--- config.mk ---
export PLATFORM = sky130hd
export DESIGN_NAME = wdg_extrst
export DESIGN_NICKNAME = d
export VERILOG_FILES = /design/src/rtl/wdg_pkg.sv /design/src/rtl/wdg_tick_sync.sv /design/src/rtl/wdg_regs.sv /design/src/rtl/wdg_countdown.sv /design/src/rtl/wdg_boot.sv /design/src/rtl/wdg_extrst.sv
export SDC_FILE = /design/constraint.sdc
export NUM_CORES = 1
export LEC_CHECK = 0
export ABC_AREA = 0
export BUFFER_PORTS_ARGS = -buffer_cell sky130_fd_sc_hd__buf_2
export CORE_UTILIZATION = 59
export DETAILED_ROUTE_END_ITERATION = 10
export GPL_TIMING_DRIVEN = 0
export PLACE_DENSITY = 0.79
export SLEW_MARGIN = 20
export SYNTH_ARGS = -nofsm -noshare
export SYNTH_HDL_FRONTEND = slang
export SYNTH_SLANG_ARGS = --single-unit
--- constraint.sdc ---
create_clock -name clk -period 3 [get_ports clk]
set_clock_uncertainty 0.2 [all_clocks]
set_input_delay 0.3 -clock clk [delete_from_list [all_inputs] [get_ports clk]]
set_output_delay 0.3 -clock clk [all_outputs]
set_load 0.05 [all_outputs]
--- src/rtl/wdg_pkg.sv ---
package wdg_pkg;
  localparam int DATA_W = 16;
  localparam int TMO_W  = 8;

  typedef enum logic [1:0] {
    REG_CTRL = 2'd0,
    REG_SVC  = 2'd1,
    REG_IRQ  = 2'd2,
    REG_MISC = 2'd3
  } wdg_reg_e;

  localparam logic [DATA_W-1:0] SVC_KEY_A = 16'h5555;
  localparam logic [DATA_W-1:0] SVC_KEY_B = 16'hAAAA;

  localparam int CTRL_EN    = 0;
  localparam int CTRL_ROUTE = 1;
  localparam int CTRL_PIN_N = 2;
  localparam int CTRL_SRQ_N = 3;
  localparam int IRQ_ENA    = 15;
  localparam int IRQ_STAT   = 14;
  localparam int MISC_BOOT  = 0;

  typedef struct packed {
    logic             en;
    logic             route;
    logic             pin_n;
    logic [TMO_W-1:0] tmo;
    logic             ie;
    logic [TMO_W-1:0] pre;
    logic             boot_on;
  } wdg_cfg_t;
endpackage

--- src/rtl/wdg_tick_sync.sv ---
module wdg_tick_sync #(
  parameter int SYNC_STAGES = 2
) (
  input  logic clk,
  input  logic rst,
  input  logic slow_i,
  output logic tick_o
);
  logic [SYNC_STAGES:0] sh_q;

  genvar g;
  generate
    for (g = 0; g <= SYNC_STAGES; g++) begin : g_stage
      always_ff @(posedge clk) begin
        if (rst) sh_q[g] <= 1'b0;
        else if (g == 0) sh_q[g] <= slow_i;
        else sh_q[g] <= sh_q[(g == 0) ? 0 : g-1];
      end
    end
  endgenerate

  assign tick_o = sh_q[SYNC_STAGES-1] & ~sh_q[SYNC_STAGES];
endmodule

--- src/rtl/wdg_regs.sv ---
module wdg_regs
  import wdg_pkg::*;
(
  input  logic              clk,
  input  logic              rst,
  input  logic              wr_en_i,
  input  logic              rd_en_i,
  input  logic [1:0]        addr_i,
  input  logic [DATA_W-1:0] wdata_i,
  output logic [DATA_W-1:0] rdata_o,
  input  logic              tick_i,
  input  logic              pre_evt_i,
  output wdg_cfg_t          cfg_o,
  output logic              load_o,
  output logic              srq_fire_o,
  output logic              stat_o
);
  logic             en_q, route_q, pin_n_q, srq_q, ie_q, stat_q, boot_q, armed_q;
  logic [TMO_W-1:0] tmo_q, pre_q;
  logic             wr_ctrl, wr_svc, wr_irq, wr_misc;

  assign wr_ctrl = wr_en_i && (addr_i == REG_CTRL);
  assign wr_svc  = wr_en_i && (addr_i == REG_SVC);
  assign wr_irq  = wr_en_i && (addr_i == REG_IRQ);
  assign wr_misc = wr_en_i && (addr_i == REG_MISC);

  always_ff @(posedge clk) begin
    if (rst) begin
      en_q    <= 1'b0;
      route_q <= 1'b0;
      pin_n_q <= 1'b1;
      srq_q   <= 1'b0;
      tmo_q   <= '0;
    end else if (wr_ctrl) begin
      en_q    <= en_q | wdata_i[CTRL_EN];
      route_q <= route_q | wdata_i[CTRL_ROUTE];
      pin_n_q <= wdata_i[CTRL_PIN_N];
      srq_q   <= srq_q | ~wdata_i[CTRL_SRQ_N];
      tmo_q   <= wdata_i[DATA_W-1 -: TMO_W];
    end
  end

  // Service key sequencer and reload pulse
  always_ff @(posedge clk) begin
    if (rst) begin
      armed_q <= 1'b0;
      load_o  <= 1'b0;
    end else begin
      load_o <= 1'b0;
      if (wr_ctrl && wdata_i[CTRL_EN] && !en_q) load_o <= 1'b1;
      if (wr_svc) begin
        if (wdata_i == SVC_KEY_A) armed_q <= 1'b1;
        else begin
          armed_q <= 1'b0;
          if (wdata_i == SVC_KEY_B && armed_q && en_q) load_o <= 1'b1;
        end
      end
    end
  end

  always_ff @(posedge clk) begin
    if (rst) begin
      ie_q   <= 1'b0;
      pre_q  <= '0;
      stat_q <= 1'b0;
    end else begin
      if (wr_irq) begin
        ie_q  <= ie_q | wdata_i[IRQ_ENA];
        pre_q <= wdata_i[TMO_W-1:0];
      end
      if (pre_evt_i) stat_q <= 1'b1;
      else if (wr_irq && wdata_i[IRQ_STAT]) stat_q <= 1'b0;
    end
  end

  always_ff @(posedge clk) begin
    if (rst) boot_q <= 1'b1;
    else if (wr_misc) boot_q <= boot_q & wdata_i[MISC_BOOT];
  end

  always_ff @(posedge clk) begin
    if (rst) rdata_o <= '0;
    else if (rd_en_i) begin
      unique case (addr_i)
        REG_CTRL: rdata_o <= {tmo_q, 4'b0, ~srq_q, pin_n_q, route_q, en_q};
        REG_SVC:  rdata_o <= '0;
        REG_IRQ:  rdata_o <= {ie_q, stat_q, {(DATA_W-TMO_W-2){1'b0}}, pre_q};
        default:  rdata_o <= {{(DATA_W-1){1'b0}}, boot_q};
      endcase
    end
  end

  assign srq_fire_o = srq_q & tick_i;
  assign stat_o     = stat_q;
  assign cfg_o      = '{en: en_q, route: route_q, pin_n: pin_n_q, tmo: tmo_q,
                        ie: ie_q, pre: pre_q, boot_on: boot_q};

  a_r8_en_once: assert property (@(posedge clk) disable iff (rst)
    (wr_ctrl && !wdata_i[CTRL_EN] && cfg_o.en) |=> cfg_o.en);
  a_r8_route_once: assert property (@(posedge clk) disable iff (rst)
    (wr_ctrl && !wdata_i[CTRL_ROUTE] && cfg_o.route) |=> cfg_o.route);
endmodule

--- src/rtl/wdg_countdown.sv ---
module wdg_countdown #(
  parameter int TMO_W      = 8,
  parameter int STEP_TICKS = 16384
) (
  input  logic             clk,
  input  logic             rst,
  input  logic             tick_i,
  input  logic             en_i,
  input  logic             load_i,
  input  logic [TMO_W-1:0] tmo_i,
  input  logic [TMO_W-1:0] pre_i,
  output logic             timeout_o,
  output logic             pre_evt_o
);
  localparam int PW = (STEP_TICKS > 1) ? $clog2(STEP_TICKS) : 1;
  localparam logic [PW-1:0] PS_LAST = PW'(STEP_TICKS - 1);

  logic [PW-1:0]    ps_q;
  logic [TMO_W-1:0] cnt_q;
  logic             dead_q, step;

  assign step = tick_i && en_i && !dead_q && (ps_q == PS_LAST);

  always_ff @(posedge clk) begin
    if (rst) begin
      ps_q      <= '0;
      cnt_q     <= '0;
      dead_q    <= 1'b0;
      timeout_o <= 1'b0;
      pre_evt_o <= 1'b0;
    end else begin
      timeout_o <= 1'b0;
      pre_evt_o <= 1'b0;
      if (load_i && !dead_q) begin
        ps_q  <= '0;
        cnt_q <= tmo_i;
      end else if (tick_i && en_i && !dead_q) begin
        ps_q <= (ps_q == PS_LAST) ? '0 : ps_q + 1'b1;
        if (step) begin
          pre_evt_o <= (cnt_q == pre_i);
          if (cnt_q == '0) begin
            timeout_o <= 1'b1;
            dead_q    <= 1'b1;
          end else cnt_q <= cnt_q - 1'b1;
        end
      end
    end
  end

  a_r4_reload: assert property (@(posedge clk) disable iff (rst)
    (load_i && !dead_q) |=> (cnt_q == $past(tmo_i)));
endmodule

--- src/rtl/wdg_boot.sv ---
module wdg_boot #(
  parameter int BOOT_TICKS = 524288
) (
  input  logic clk,
  input  logic rst,
  input  logic tick_i,
  input  logic on_i,
  output logic expire_o
);
  localparam int BW = $clog2(BOOT_TICKS + 1);
  logic [BW-1:0] cnt_q;

  always_ff @(posedge clk) begin
    if (rst) begin
      cnt_q    <= '0;
      expire_o <= 1'b0;
    end else if (on_i && tick_i && !expire_o) begin
      if (cnt_q == BW'(BOOT_TICKS - 1)) expire_o <= 1'b1;
      else cnt_q <= cnt_q + 1'b1;
    end
  end

  a_r11_boot_needs_on: assert property (@(posedge clk) disable iff (rst)
    $rose(expire_o) |-> $past(on_i));
endmodule

--- src/rtl/wdg_extrst.sv ---
module wdg_extrst #(
  parameter int STEP_TICKS  = 16384,
  parameter int BOOT_TICKS  = 524288,
  parameter int SYNC_STAGES = 2
) (
  input  logic        clk,
  input  logic        rst,
  input  logic        slow_clk_i,
  input  logic        wr_en_i,
  input  logic        rd_en_i,
  input  logic [1:0]  addr_i,
  input  logic [15:0] wdata_i,
  output logic [15:0] rdata_o,
  output logic        int_rst_o,
  output logic        ext_rst_n_o,
  output logic        irq_o
);
  import wdg_pkg::*;

  logic     tick, pre_evt, tmo_evt, load, srq_fire, stat, boot_exp, ext_trip_q;
  wdg_cfg_t cfg;

  wdg_tick_sync #(.SYNC_STAGES(SYNC_STAGES)) u_sync (
    .clk(clk), .rst(rst), .slow_i(slow_clk_i), .tick_o(tick));

  wdg_regs u_regs (
    .clk(clk), .rst(rst), .wr_en_i(wr_en_i), .rd_en_i(rd_en_i),
    .addr_i(addr_i), .wdata_i(wdata_i), .rdata_o(rdata_o),
    .tick_i(tick), .pre_evt_i(pre_evt), .cfg_o(cfg), .load_o(load),
    .srq_fire_o(srq_fire), .stat_o(stat));

  wdg_countdown #(.TMO_W(TMO_W), .STEP_TICKS(STEP_TICKS)) u_cnt (
    .clk(clk), .rst(rst), .tick_i(tick), .en_i(cfg.en), .load_i(load),
    .tmo_i(cfg.tmo), .pre_i(cfg.pre), .timeout_o(tmo_evt),
    .pre_evt_o(pre_evt));

  wdg_boot #(.BOOT_TICKS(BOOT_TICKS)) u_boot (
    .clk(clk), .rst(rst), .tick_i(tick), .on_i(cfg.boot_on),
    .expire_o(boot_exp));

  always_ff @(posedge clk) begin
    if (rst) begin
      int_rst_o   <= 1'b0;
      ext_trip_q  <= 1'b0;
      ext_rst_n_o <= 1'b1;
    end else begin
      int_rst_o   <= int_rst_o | (tmo_evt & ~cfg.route) | srq_fire;
      ext_trip_q  <= ext_trip_q | (tmo_evt & cfg.route) | boot_exp;
      ext_rst_n_o <= cfg.pin_n & ~ext_trip_q & ~(tmo_evt & cfg.route) & ~boot_exp;
    end
  end

  assign irq_o = stat & cfg.ie;

  a_r3_route_pin: assert property (@(posedge clk) disable iff (rst)
    (tmo_evt && cfg.route) |=> !ext_rst_n_o);
  a_r6_pin_drive: assert property (@(posedge clk) disable iff (rst)
    !cfg.pin_n |=> !ext_rst_n_o);
  a_r9_irq_with_timeout: assert property (@(posedge clk) disable iff (rst)
    (tmo_evt && !cfg.route && cfg.ie && cfg.pre == '0) |=> (irq_o && int_rst_o));
endmodule

# Yosys cells after proc, flatten, opt, wreduce, memory -nomap -nowiden
# Cells that the tools add are included.
# totals
regBits	93
latchBits	0
ram_bits	0
romBits	0
inputBits	23
output_inout_bits	19
elab_cells	108
n_memories	0
# op_classes
n_addsub	3
multipliers	0
div	0
magnitude_cmp	0
eq_ne	9
shifts	0
muxes	14
bitwise_logic	28
n_reduce_logical	29
# op_table
cell	n
$pmux 16 s3	1
$mux 8	4
$add 20x1->20 const B	1
$eq 20x19->1 const B	1
$eq 16x15->1 const B	1
$eq 16x16->1 const B	1
$logic_and 1x1->1	15
$add 14x1->14 const B	1
$eq 14x14->1 const B	1
$mux 14	1
$not 1->1	11
$and 1x1->1	9
$eq 8x8->1	1
$logic_not 8->1	1
$mux 1	8
$or 1x1->1	8
$sub 8x1->8 const B	1
$reduce_bool 2->1	3
$eq 2x2->1 const B	2
$reduce_and 2->1	2
$reduce_and 4->1	1
$reduce_or 4->1	1
$logic_not 1->1	3
$reduce_and 3->1	1
other kinds (4)	4

# Depth between registers and ports, before layout
# logic_depth
depth_word	8
depth_mapped	6

# By module
# Synthesis repeated with hierarchy kept, for this count alone.
# unflattened
cells_unflattened	501
area_unflattened_um2	4475.5
# modules_own_cells
module	instances	cells_per_inst	area_per_inst_um2	seq_area_each_um2
wdg_regs	1	187	1762.9	820.8
wdg_countdown	1	177	1446.4	500.5
wdg_boot	1	120	1073.5	420.4
wdg_extrst	1	10	105.1	60.1
wdg_tick_sync	1	7	87.6	60.1

# Worst setup path after synthesis
# OpenSTA, ideal clock, no wires.
# synth_timing
path_kind	register to register
start	register u_cnt.cnt_q[0]
end	register u_cnt.cnt_q[6]
setup_ps	116
arrival_time_ps	1956
required_time_ps	2684
path_slack_ps	729
stages_incl_launch_ff	7
synth_period_minus_slack_ps	2271
cell_sequence	dfxtp_1 -> inv_1 -> ha_1 -> or3b_1 -> or4b_1 -> or4_1 -> and3_1
# synth_via
elab_chain_cells	5
# synth_rtl
element	line	text
from (decl)	wdg_countdown.sv:19	logic [TMO_W-1:0] cnt_q;
from (signal assigned)	wdg_countdown.sv:36	cnt_q <= tmo_i;
from (signal assigned)	wdg_countdown.sv:44	end else cnt_q <= cnt_q - 1'b1;
$sub 8x1->8	wdg_countdown.sv:44	
$mux 8	wdg_countdown.sv:41	if (cnt_q == '0) begin
$mux 8	wdg_countdown.sv:39	if (step) begin
$mux 8	wdg_countdown.sv:37	end else if (tick_i && en_i && !dead_q) begin
$mux 8	wdg_countdown.sv:34	if (load_i && !dead_q) begin
# Several ways; a longest one is shown, not always the timed one. The select of a mux whose other input is x is not followed.
# A chain may end at the register's enable or synchronous reset.

# Worst setup path in the final report
# Ends and elaborated chain as after synthesis.

==> reports/metrics.yaml <==
final_layout:
  area_growth_pct: 13.4
  nNetsFinal: 625
  drive_gt1_share_pct: 12.3
  instances_no_fill: 703
  postLayoutCellArea_um2: 5180
  fillers: 592
  diodes: 0
worst_hold_path:
  hold_end: "u_regs.tmo_q[0]$_SDFFE_PP0N_"
  hold_start: "wdata_i[8]"
  hp-class: "in -> reg"
  min_delay_path_depth: 3
timing:
  finalCriticalPeriod_ns: 2.43
  setup_slack_ns: 0.565
  fmax_mhz: 411
  finalHoldViolCount: 0
  setup_violations: 0
  worst_slew_pin_slew_ns: 0.808
  period_share_pct: 81.2
  fin_setup_tns_ns: 0
  rsz0062_at_grt: "no"
  max-slew-margin-rel_pct: 45.6
  slew_violations: 0
global_route:
  overflow: 0
  antenna_found_initial: 0
  grt_usage_pct: 29.5
  grt_pass1_wl_mm: 19.7
  first_global_vias: 4155
  grt_max_degree: 18
clocking:
  root_buffer: "clkbuf_8"
  htreeDepth: 3
  clock_latency_ns: 0.37
  postCtsSetupBuffers: 0
  numClockSinks: 93
  cts_made_buffers: 9
  cts.clk_slew.worst_paths_ns: 0.10
  cts_tree: "done"
  cts_max_path_buffers: 2
  post_cts_resized: 0
die:
  pin_count: 42
  rows: 31
  die_h_um: 90.0
  start_util_pct: 62.0
  design.die.area_um2: 8100
  core_um2: 7370
  die_w_um: 90.0
synthesis:
  synth-seq-cells: 93
  synth.top_cell.area_share_pct: 40.8
  synthTopCellsByArea: "dfxtp_1, nor2_1, a21oi_1"
  netlist_top_cells_count: "dfxtp_1, nor2_1, nand2_1"
  ys_warn_count: 0
  postSynthCellCount: 540
  synth_edf_count: 0
  seq_area_frac_synth_pct: 40.8
  yosysMostFrequentCell: "dfxtp_1"
  synthArstFlopShare_pct: 0
  synth.avg_cell_area_um2: 8.46
  synth_cell_types: 68
  yosysTopAreaCell: "dfxtp_1"
  synthesis.area_um2: 4570
  synthFlopType: "dfxtp_1"
  syn_nets: 566
power:
  p_per_area_nw_per_um2: 451
  p_total_uw: 2330
  clkPwrFrac_pct: 37.8
  irDropWorstVdd_mv: 0.286
  p_leak_uw: 0.00194
  p_int_uw: 1720
  switching_share_pct: 26.4
  seq_power_share_pct: 54.3
  switchingPower_uw: 617
  combinationalPowerShare_pct: 7.9
routing:
  drc: 0
  vias: 4338
  routed_wl_mm: 11.5
  firstDrtPassIters: 5
  drt-vias-per-instance: 6.17
  final_antenna_net_count: 0
  drtIter0Drc: 267
  wl_per_cell_um: 16.3
setup_path:
  critical_path.max_fanout: 5
  rr_startpoint: "u_cnt.cnt_q[0]$_SDFFE_PP0P_"
  end_kind: "register"
  crit_type: "reg -> reg"
  reg2reg_to: "u_cnt.cnt_q[6]$_SDFFE_PP0P_"
  start_kind: "register"
  r2r_cells: 6
  worstPathArrival_ns: 2.50
  cp_slowest_cell: "or4b_1"
  crit_chain: "inv_1, ha_1, or3b_1, or4b_1, or4_1, and3_1"
  rrSetupSlack_ns: 0.57
  critPathMaxStageDelay_ns: 0.50
  cp.required_ns: 3.06
placed_design:
  portBuffers: 39
  place_area_um2: 4890
  dp.cells: 678
  hpwl_mm: 8.14
  post-place-ws_ns: 0.585
  place_congestion: 0.956
status:
  status: "finished clean"
run:
  cap_violations: 0
-- cell families after synthesis --
logic type | synth area share [%]
simple gates | 31.9
compound gates | 13.6
flops | 40.8
buf+inv | 3.34
mux | 6.11
xor+xnor | 3.45
fa+ha+maj | 0.822
-- power by group through the flow --
stage	sequential [µW]	clock [µW]	combinational (µW)
6_report	1270	882	183
5_1_grt	1270	927	201
4_1_cts	1270	881	181
3_5_place_dp	1300	0	171
3_3_place_gp	1300	0	167
2_1_floorplan	1300	0	102
-- worst max path at each step --
stage | startpoint | endpoint | slack (ns) | cells past startpoint
after global routing | u_cnt.cnt_q[1]$_SDFFE_PP0P_ | u_cnt.cnt_q[6]$_SDFFE_PP0P_ | 0.47 | 6
after CTS | u_cnt.cnt_q[0]$_SDFFE_PP0P_ | u_cnt.cnt_q[6]$_SDFFE_PP0P_ | 0.57 | 6
final | u_cnt.cnt_q[0]$_SDFFE_PP0P_ | u_cnt.cnt_q[6]$_SDFFE_PP0P_ | 0.57 | 6
after floorplan | u_cnt.cnt_q[0]$_SDFFE_PP0P_ | u_cnt.cnt_q[6]$_SDFFE_PP0P_ | 0.73 | 6
after global placement | u_cnt.cnt_q[0]$_SDFFE_PP0P_ | u_cnt.cnt_q[6]$_SDFFE_PP0P_ | 0.58 | 6
after detailed placement | u_cnt.cnt_q[0]$_SDFFE_PP0P_ | u_cnt.cnt_q[6]$_SDFFE_PP0P_ | 0.58 | 6
-- cell usage in the layout, fill, tap and decap left out, types with 3 or more instances in the layout --
cell type      synthesis  final
a211oi_1               8      8
a21oi_1               41     41
a31oi_1                3      3
and2_1                 6      6
and3_1                 7      7
and4_1                 6      6
buf_2                  2     41
clkbuf_1              28     28
clkbuf_8               0      9
dfxtp_1               93     93
dlygate4sd3_1          0      9
ha_1                   3      3
inv_1                  7      7
inv_6                  0      4
mux2_1                10     10
mux2_2                 5      5
mux2i_1               11     11
nand2_1               43     43
nand2b_1              12     12
nand3_1               32     32
nand4_1               17     17
nor2_1                59     59
nor2b_1               23     23
nor3_1                 8      8
nor4_1                11     11
o21ai_0               10     10
o311ai_0               3      3
o31ai_1                5      5
o41ai_1                4      4
or2_2                  4      4
or3_1                  8      8
or4_1                  8      8
xnor2_1               14     14
xor2_1                 4      4
-- stage by stage --
stage,util (%),hold slack [ns]
global placement,66.3,0.220
CTS,70.3,0.00107
floorplan,-,0.213
finish,70.3,0.00923
global route,70.3,0.0248
detailed placement,66.3,0.254
-- sequential cells by signal (all words and copies together), names as in the netlist, 3 cells and up --
register / flops
u_regs.rdata_o: 16
u_sync.sh_q: 3
u_cnt.cnt_q: 8
u_regs.tmo_q: 8
u_boot.cnt_q: 20
u_cnt.ps_q: 14
u_regs.pre_q: 8
-- metal layers --
metal	global-route usage [%]	wire length (µm)	up-vias
li1	-	-	2076
met4	12.8	283	0
met3	3.30	674	25
met2	50.2	5480	174
met5	0	0	-
met1	38.0	5050	2063
-- worst max-delay path: cells and delay by family (launching register included) --
family	cells	cell delay [ns]
AND/OR/NAND/NOR	4	1.48
adder cells (fa/ha/maj)	1	0.19
buffers and inverters	1	0.09
flip-flops	1	0.37
-- cell type report --
cell class	instances	area (µm²)	share of cell area (%)
multi-input combinational	407	2550	49.3
sequential	93	1860	36.0
timing repair buffer	48	285	5.51
clock buffer	9	124	2.39
tap	99	124	2.39
buffer	32	123	2.37
clock inverter	7	77.6	1.50
inverter	8	30.0	0.580
-- what timing repair did --
item / 4_1_cts / 5_1_grt
hold buffers: 9 / 0
endpoints found under the hold margin: 9 / 0
endpoints found under the setup margin: 0 / 0
No activity file was read; power rests on OpenSTA's default activity.
